--- src/rtl/hiccup_pkg.sv ---
package hiccup_pkg;

  typedef enum logic [1:0] {
    HC_RUN     = 2'd0,
    HC_WAIT    = 2'd1,
    HC_THERMAL = 2'd2
  } hc_state_e;

endpackage

--- src/rtl/ilim_event_tracker.sv ---
module ilim_event_tracker #(
  parameter int EVENT_LIMIT = 8,
  parameter int CLEAN_RUN   = 3
) (
  input  logic clk,
  input  logic rst_n,
  input  logic clear,
  input  logic cycle_start,
  input  logic hs_turned_on,
  input  logic hs_ilim_hit,
  output logic trip
);

  localparam int EV_W = (EVENT_LIMIT > 1) ? $clog2(EVENT_LIMIT) : 1;
  localparam int ST_W = $clog2(CLEAN_RUN + 1);
  localparam logic [EV_W-1:0] EV_LAST = EV_W'(EVENT_LIMIT - 1);
  localparam logic [ST_W-1:0] ST_LAST = ST_W'(CLEAN_RUN - 1);

  logic [EV_W-1:0] ev_cnt;
  logic [ST_W-1:0] streak;
  logic            on_seen;
  logic            hit_seen;
  logic            clean_close;

  // a period closes clean when the high side fired without tripping the limit
  assign clean_close = cycle_start & on_seen & ~hit_seen;
  assign trip        = hs_ilim_hit & ~clear & (ev_cnt == EV_LAST);

  always_ff @(posedge clk or negedge rst_n) begin
    if (!rst_n) begin
      on_seen  <= 1'b0;
      hit_seen <= 1'b0;
    end else if (clear) begin
      on_seen  <= 1'b0;
      hit_seen <= 1'b0;
    end else if (cycle_start) begin
      on_seen  <= hs_turned_on;
      hit_seen <= hs_ilim_hit;
    end else begin
      on_seen  <= on_seen | hs_turned_on;
      hit_seen <= hit_seen | hs_ilim_hit;
    end
  end

  always_ff @(posedge clk or negedge rst_n) begin
    if (!rst_n) begin
      ev_cnt <= '0;
      streak <= '0;
    end else if (clear) begin
      ev_cnt <= '0;
      streak <= '0;
    end else if (hs_ilim_hit) begin
      streak <= '0;
      if (ev_cnt != EV_LAST) ev_cnt <= ev_cnt + 1'b1;
    end else if (clean_close) begin
      if (streak == ST_LAST) begin
        ev_cnt <= '0;
        streak <= '0;
      end else begin
        streak <= streak + 1'b1;
      end
    end
  end

endmodule

--- src/rtl/hiccup_timer.sv ---
module hiccup_timer #(
  parameter int HICCUP_CYCLES = 1024
) (
  input  logic clk,
  input  logic rst_n,
  input  logic run,
  input  logic cycle_start,
  output logic done
);

  localparam int TM_W = (HICCUP_CYCLES > 1) ? $clog2(HICCUP_CYCLES) : 1;
  localparam logic [TM_W-1:0] TM_LAST = TM_W'(HICCUP_CYCLES - 1);

  logic [TM_W-1:0] periods;

  assign done = run & cycle_start & (periods == TM_LAST);

  always_ff @(posedge clk or negedge rst_n) begin
    if (!rst_n)                 periods <= '0;
    else if (!run || done)      periods <= '0;
    else if (cycle_start)       periods <= periods + 1'b1;
  end

endmodule

--- src/rtl/hiccup_fault_ctrl.sv ---
module hiccup_fault_ctrl
  import hiccup_pkg::*;
#(
  parameter int EVENT_LIMIT   = 8,
  parameter int CLEAN_RUN     = 3,
  parameter int HICCUP_CYCLES = 1024
) (
  input  logic clk,
  input  logic rst_n,
  input  logic cycle_start,
  input  logic hs_turned_on,
  input  logic hs_ilim_hit,
  input  logic thermal_fault,
  input  logic enable,
  output logic inhibit,
  output logic ss_discharge,
  output logic restart_softstart
);

  hc_state_e state_q, state_d;
  logic      restart_d;
  logic      trk_clear;
  logic      trip_w;
  logic      wait_done;

  assign trk_clear = (state_q != HC_RUN) | ~enable | thermal_fault;

  ilim_event_tracker #(
    .EVENT_LIMIT(EVENT_LIMIT),
    .CLEAN_RUN  (CLEAN_RUN)
  ) u_trk (
    .clk         (clk),
    .rst_n       (rst_n),
    .clear       (trk_clear),
    .cycle_start (cycle_start),
    .hs_turned_on(hs_turned_on),
    .hs_ilim_hit (hs_ilim_hit),
    .trip        (trip_w)
  );

  hiccup_timer #(
    .HICCUP_CYCLES(HICCUP_CYCLES)
  ) u_tmr (
    .clk        (clk),
    .rst_n      (rst_n),
    .run        (state_q == HC_WAIT),
    .cycle_start(cycle_start),
    .done       (wait_done)
  );

  always_comb begin
    state_d   = state_q;
    restart_d = 1'b0;
    if (thermal_fault) begin
      state_d = HC_THERMAL;
    end else begin
      unique case (state_q)
        HC_RUN:     if (trip_w) state_d = HC_WAIT;
        HC_WAIT:    if (wait_done) begin
                      state_d   = HC_RUN;
                      restart_d = enable;
                    end
        HC_THERMAL: begin
                      state_d   = HC_RUN;
                      restart_d = enable;
                    end
        default:    state_d = HC_RUN;
      endcase
    end
  end

  always_ff @(posedge clk or negedge rst_n) begin
    if (!rst_n) begin
      state_q           <= HC_RUN;
      restart_softstart <= 1'b0;
    end else begin
      state_q           <= state_d;
      restart_softstart <= restart_d;
    end
  end

  assign inhibit      = (state_q != HC_RUN);
  assign ss_discharge = (state_q != HC_RUN);

endmodule

--- config.mk ---
export PLATFORM = sky130hd
export DESIGN_NAME = hiccup_fault_ctrl
export DESIGN_NICKNAME = d
export VERILOG_FILES = /design/src/rtl/hiccup_pkg.sv /design/src/rtl/ilim_event_tracker.sv /design/src/rtl/hiccup_timer.sv /design/src/rtl/hiccup_fault_ctrl.sv
export SDC_FILE = /design/constraint.sdc
export NUM_CORES = 1
export LEC_CHECK = 0
export ABC_AREA = 1
export BUFFER_PORTS_ARGS = -buffer_cell sky130_fd_sc_hd__buf_2
export CAP_MARGIN = 20
export CORE_UTILIZATION = 33
export DETAILED_ROUTE_END_ITERATION = 7
export PLACE_DENSITY = 0.47
export SYNTH_ARGS = -nofsm -noshare
export SYNTH_HDL_FRONTEND = slang
export SYNTH_SLANG_ARGS = --single-unit
export TNS_END_PERCENT = 1
--- constraint.sdc ---
create_clock -name clk -period 1.3 [get_ports clk]
set_clock_uncertainty 0.05 [all_clocks]
set_input_delay 0.26 -clock clk [delete_from_list [all_inputs] [get_ports clk]]
set_output_delay 0.26 -clock clk [all_outputs]
set_load 0.05 [all_outputs]
# Word-level counts from Yosys, hierarchy flattened
# Index checks and enable logic that the tools add are counted.
[totals] elab_cells=63 inputBits=7 regBits=20 output_inout_bits=3
[op_classes] bitwise=13 n_mux=22 eq_ne=9 reduce_logical=9 addsub=3
[op_table] cell="2-to-1 mux 10 bit" count=2
[op_table] cell="2-to-1 mux 3 bit" count=5
[op_table] cell="2-to-1 mux 2 bit" count=7
[op_table] cell="adder 10 x 1 -> 10 bit, second input constant" count=1
[op_table] cell="equality test 10 bit, second input constant" count=1
[op_table] cell="inequality test 3 bit, second input constant" count=3
[op_table] cell="bitwise AND 1 bit" count=6
[op_table] cell="2-to-1 mux 1 bit" count=6
[op_table] cell="nonzero test 3 bit" count=2
[op_table] cell="equality test 2 bit, second input constant" count=2
[op_table] cell="OR 1 bit" count=4
[op_table] cell="one-hot mux 2 bit (2 select lines)" count=1
[op_table] cell="nonzero test 2 bit" count=2
[op_table] cell="adder 3 x 1 -> 3 bit, second input constant" count=1
[op_table] cell="equality test 3 bit, second input constant" count=1
[op_table] cell="inequality test 3 x 1 -> 1 bit, second input constant" count=1
[op_table] cell="NOT 1 bit" count=3
[op_table] cell="AND reduction 3 bit" count=1
[op_table] cell="adder 2 x 1 -> 2 bit, second input constant" count=1
[op_table] cell="equality test 2 x 1 -> 1 bit, second input constant" count=1
[op_table] cell="zero test 2 bit" count=1
[op_table] cell="one-hot mux 1 bit (2 select lines)" count=1
[op_table] cell="AND reduction 2 bit" count=1
[op_table] cell="zero test 1 bit" count=1
[op_table] cell="logical OR 1 bit" count=1

# Depth between registers and ports, before layout
[logic_depth] depth_word=9 depth_mapped=10 mapped_depth_nobuf=9

# Cells and area by module
# A second synthesis with hierarchy kept.
[hier_totals] hier_cells=152 area_unflattened_um2=1173.6
[modules_own_cells] mod="hiccup_timer" area_per_inst_um2=598.1 cells_each=79 seq_area_each_um2=250.2 n_inst=1
[modules_own_cells] mod="ilim_event_tracker" area_per_inst_um2=371.6 cells_each=45 seq_area_each_um2=175.2 n_inst=1
[modules_own_cells] mod="hiccup_fault_ctrl" area_per_inst_um2=203.9 cells_each=28 seq_area_each_um2=75.1 n_inst=1

# Worst setup path after synthesis
# OpenSTA, ideal clock, no wires.
[synth_timing] path_kind="register to output" from="register state_q[0]" to="output port ss_discharge" required_time_ns=0.990 n_path_buf=1 slack_ns=-0.265 stages_incl_launch_ff=5 t_arrival_ns=1.255 cell_sequence="dfrtp_1 -> inv_1 -> ha_1 -> inv_1 -> buf_4"
[synth_between] elab_chain_cells=1
[synth_lines] element="start, declared" line_no="hiccup_fault_ctrl.sv:20" source="hc_state_e state_q, state_d;"
[synth_lines] element="start signal, assigned" line_no="hiccup_fault_ctrl.sv:77" source="state_q <= state_d;"
[synth_lines] element="nonzero test 2 bit"
[synth_lines] element="end, declared" line_no="hiccup_fault_ctrl.sv:16" source="output logic ss_discharge,"
# No other way between the ends.

# Worst setup path in the final report
[layout_timing] from="register state_q[0]" to="output port ss_discharge"
[layout_between] elab_chain_cells=1
[layout_lines] element="nonzero test 2 bit" line_no="hiccup_fault_ctrl.sv:83" source="assign ss_discharge = (state_q != HC_RUN);"
# No other way between the ends.

==> results.toml <==
[setup_path]
start_kind = "flop"
crit_type = "reg -> out"
r2r_cells = 10
rrSetupSlack_ns = -0.14
cp.arrival_ns = 1.28
cp_slowest_cell = "dfrtp_1"
end_kind = "primary output"
r2r-end = "state_q[1]"
required_ns = 0.99
startpoint = "state_q[0]"
path_cells = "inv_2, ha_4, buf_6, clkinvlp_4, buf_8"
r2r-start = "state_q[0]"
slowest_delay_ns = 0.40
worstSetupEndpoint = "ss_discharge"
cp_max_fo = 3

[synth]
synth_cell_types = 24
ys_async_sr_fraction = 1.000
synth_top_area_cell = "dfrtp_1"
synth_nets = 155
ys_top_cells_by_area = "dfrtp_1, nand2_1, ha_1"
synth_edf_count = 0
synth_top_cell_area_share = 0.4425
synth_common_cells = "nand2_1, dfrtp_1, nor2_1"
synth_seq_cells = 20
yosysMostFrequentCell = "nand2_1"
ys_seq_area_frac = 0.4425
ys.flop_type = "dfrtp_1"
netlist_area_mm2 = 0.001131
yosysWarnings = 0
syn_inst = 142
synth.avg_cell_area_um2 = 7.965

[power_and_ir_drop]
p_clk_frac = 0.236
pwr-share-comb = 0.236
p_leak_nw = 0.7566
p_sw_mw = 0.3394
p_total_mw = 1.213
power.internal_mw = 0.8740
p_seq_frac = 0.528
p_per_area_mw_per_mm2 = 784.0
swShare = 0.2797
vdd_drop_max_uv = 327.7

[timing]
drv_slew = 0
fin_crit_sh = 1.221
fin_tns_setup_ns = -1.863
fmax_mhz = 629.8
rsz0062_at_grt = "yes"
setup_viol = 18
timing.final.hold_violations = 0
worst_pin_slew_ns = 0.4595
setup_slack_ns = -0.2879
relSlewSlack = 0.6937
min_period_ns = 1.588

[global_route]
antenna_found_initial = 0
grt_max_degree = 21
grt_usage = 0.1445
grt_pass1_vias = 938
grt_first_pass_wirelength_um = 3905
overflow = 0

[routing]
routed_wl_um = 2230
vias = 1000
first_iter_violations = 22
drc = 0
drt-wirelength-per-cell_um = 10.14
antenna_left = 0
drtPass1Iterations = 4
vias_per_cell = 4.545

[hold_path]
holdCritPathClass = "in -> reg"
min_path_cells = 3

[place]
hpwl_um = 1695
gp_congestion = 0.7697
port-buffer-count = 9
place_ws_ns = -0.1542

[status]
outcome = "finished, violations left"
violations = "setup timing"

[cells_and_area]
fillers = 318
multi_input_area_um2 = 623.1
fin_nets = 191
syn2layout_area_growth_pct = 36.84
drive_above_1_share = 0.3807
register_area_um2 = 500.5
diodes = 0

[die]
fp.dieW_um = 60.55
die_h_um = 60.55
pin_count = 10
core-area_mm2 = 0.003153
start_util = 0.3587
die_area_mm2 = 0.003666
floorplan.rows = 20

[clocking]
clkLatencyLatePin_ns = 0.29
clockRootBuffer = "clkbuf_4"
clockBufferDepth = 2
clkSinkCount = 20
clk_pin_slew_ns = 0.11
ctsHtreeMaxLevel = 1
cts_buffers = 3
cts_tree = "built"

[flow_run]
cap_violations = 0
==> routing by layer <==
layer | vias to the layer above | part of all wire | GRT usage
li1 | 516 | - | -
met1 | 474 | 0.48 | 0.1851
met2 | 8 | 0.49 | 0.2465
met3 | 2 | 0.019 | 0.02559
met4 | 0 | 0.0090 | 0.04870
met5 | - | 0 | 0
==> metrics by stage <==
step | utilization | hold slack, ns | std cells | cell area, µm²
floorplan | - | -0.08559 | 142 | 1155
global placement | 0.4349 | 0.1960 | 210 | 1371
detailed placement | 0.4349 | 0.1950 | 210 | 1371
CTS | 0.4655 | 0.1256 | 218 | 1468
global route | 0.4909 | 0.1419 | 220 | 1548
finish | 0.4909 | 0.1419 | 220 | 1548
==> final cells by class <==
type,instances,area share
flip-flops and latches,20,0.3234
clock buffers,3,0.01455
multi-input cells,100,0.4026
repair buffers,34,0.1754
well taps,44,0.03557
inverters,19,0.04850
==> worst max-delay path, delay by kind of cell, from the launching register on <==
kind,cells,cell delay [ns]
buf+inv,4,0.44
flops,1,0.40
fa+ha+maj,1,0.14
==> registers in the layout (all words and copies together), names as in the netlist <==
register           cells
u_tmr.periods         10
u_trk.on_seen          1
u_trk.streak           2
u_trk.hit_seen         1
restart_softstart      1
u_trk.ev_cnt           3
state_q                2
==> power groups by stage <==
stage	Combinational [mW]	Sequential, mW	Clock, mW
2_1_floorplan	0.129	0.662	0
3_3_place_gp	0.215	0.654	0
3_5_place_dp	0.216	0.654	0
4_1_cts	0.263	0.641	0.315
5_1_grt	0.315	0.643	0.342
6_report	0.287	0.641	0.286
==> cells in the final DEF, fill, tap and decap left out <==
cell           synthesis  routed
inv_2                  1       3
dlygate4sd3_1          0       1
nor3_1                 4       3
and3_1                 1       1
nor3_2                 0       1
buf_6                  1       1
nand4_1                2       2
buf_4                  1      22
ha_4                   0       2
o21ai_0                3       1
and3_2                 1       1
and2_2                 1       1
inv_1                 18      15
buf_8                  0       2
a31o_2                 2       2
clkbuf_4               0       3
nor2_2                 0       1
nand2_1               34      31
o21ai_1                0       1
clkinvlp_4             0       1
ha_1                   6       4
nor2_1                19      16
buf_12                 0       1
nand2_4                1       2
nand2_2                3       5
a21oi_1                7       6
dfrtp_1               20      20
buf_2                  1       7
or2_2                  1       1
nand3_1                9       5
nor2_4                 2       4
xor2_1                 3       3
o21ai_2                0       1
a21oi_2                0       1
nand3_2                1       5
==> worst min-delay path by stage <==
stage,start,end,slack [ns]
finish,hs_turned_on,u_trk.on_seen,0.14
global route,hs_turned_on,u_trk.on_seen,0.14
CTS,hs_turned_on,u_trk.on_seen,0.13
detailed placement,rst_n,u_tmr.periods[4],0.20
global placement,rst_n,u_tmr.periods[4],0.20
floorplan,rst_n,restart_softstart,-0.09
==> kinds of logic (layout without fill, tap and decap cells) <==
logic type      after synthesis  count (layout)  share of synthesized area
xor+xnor                      3               3                    0.02323
compound gates               12              12                    0.05973
flops                        20              20                     0.4425
buf+inv                      22              56                    0.08406
simple gates                 79              79                     0.3241
fa+ha+maj                     6               6                    0.06637
==> repair_timing <==
item                                    CTS  global route
hold endpoints to repair                 20             0
resized for setup                        11            16
buffers inserted                          4             2
pin swaps                                 2             0
endpoints found under the setup margin   18            21
hold buffers                              1             0
Power figures use the tool's default switching activity.
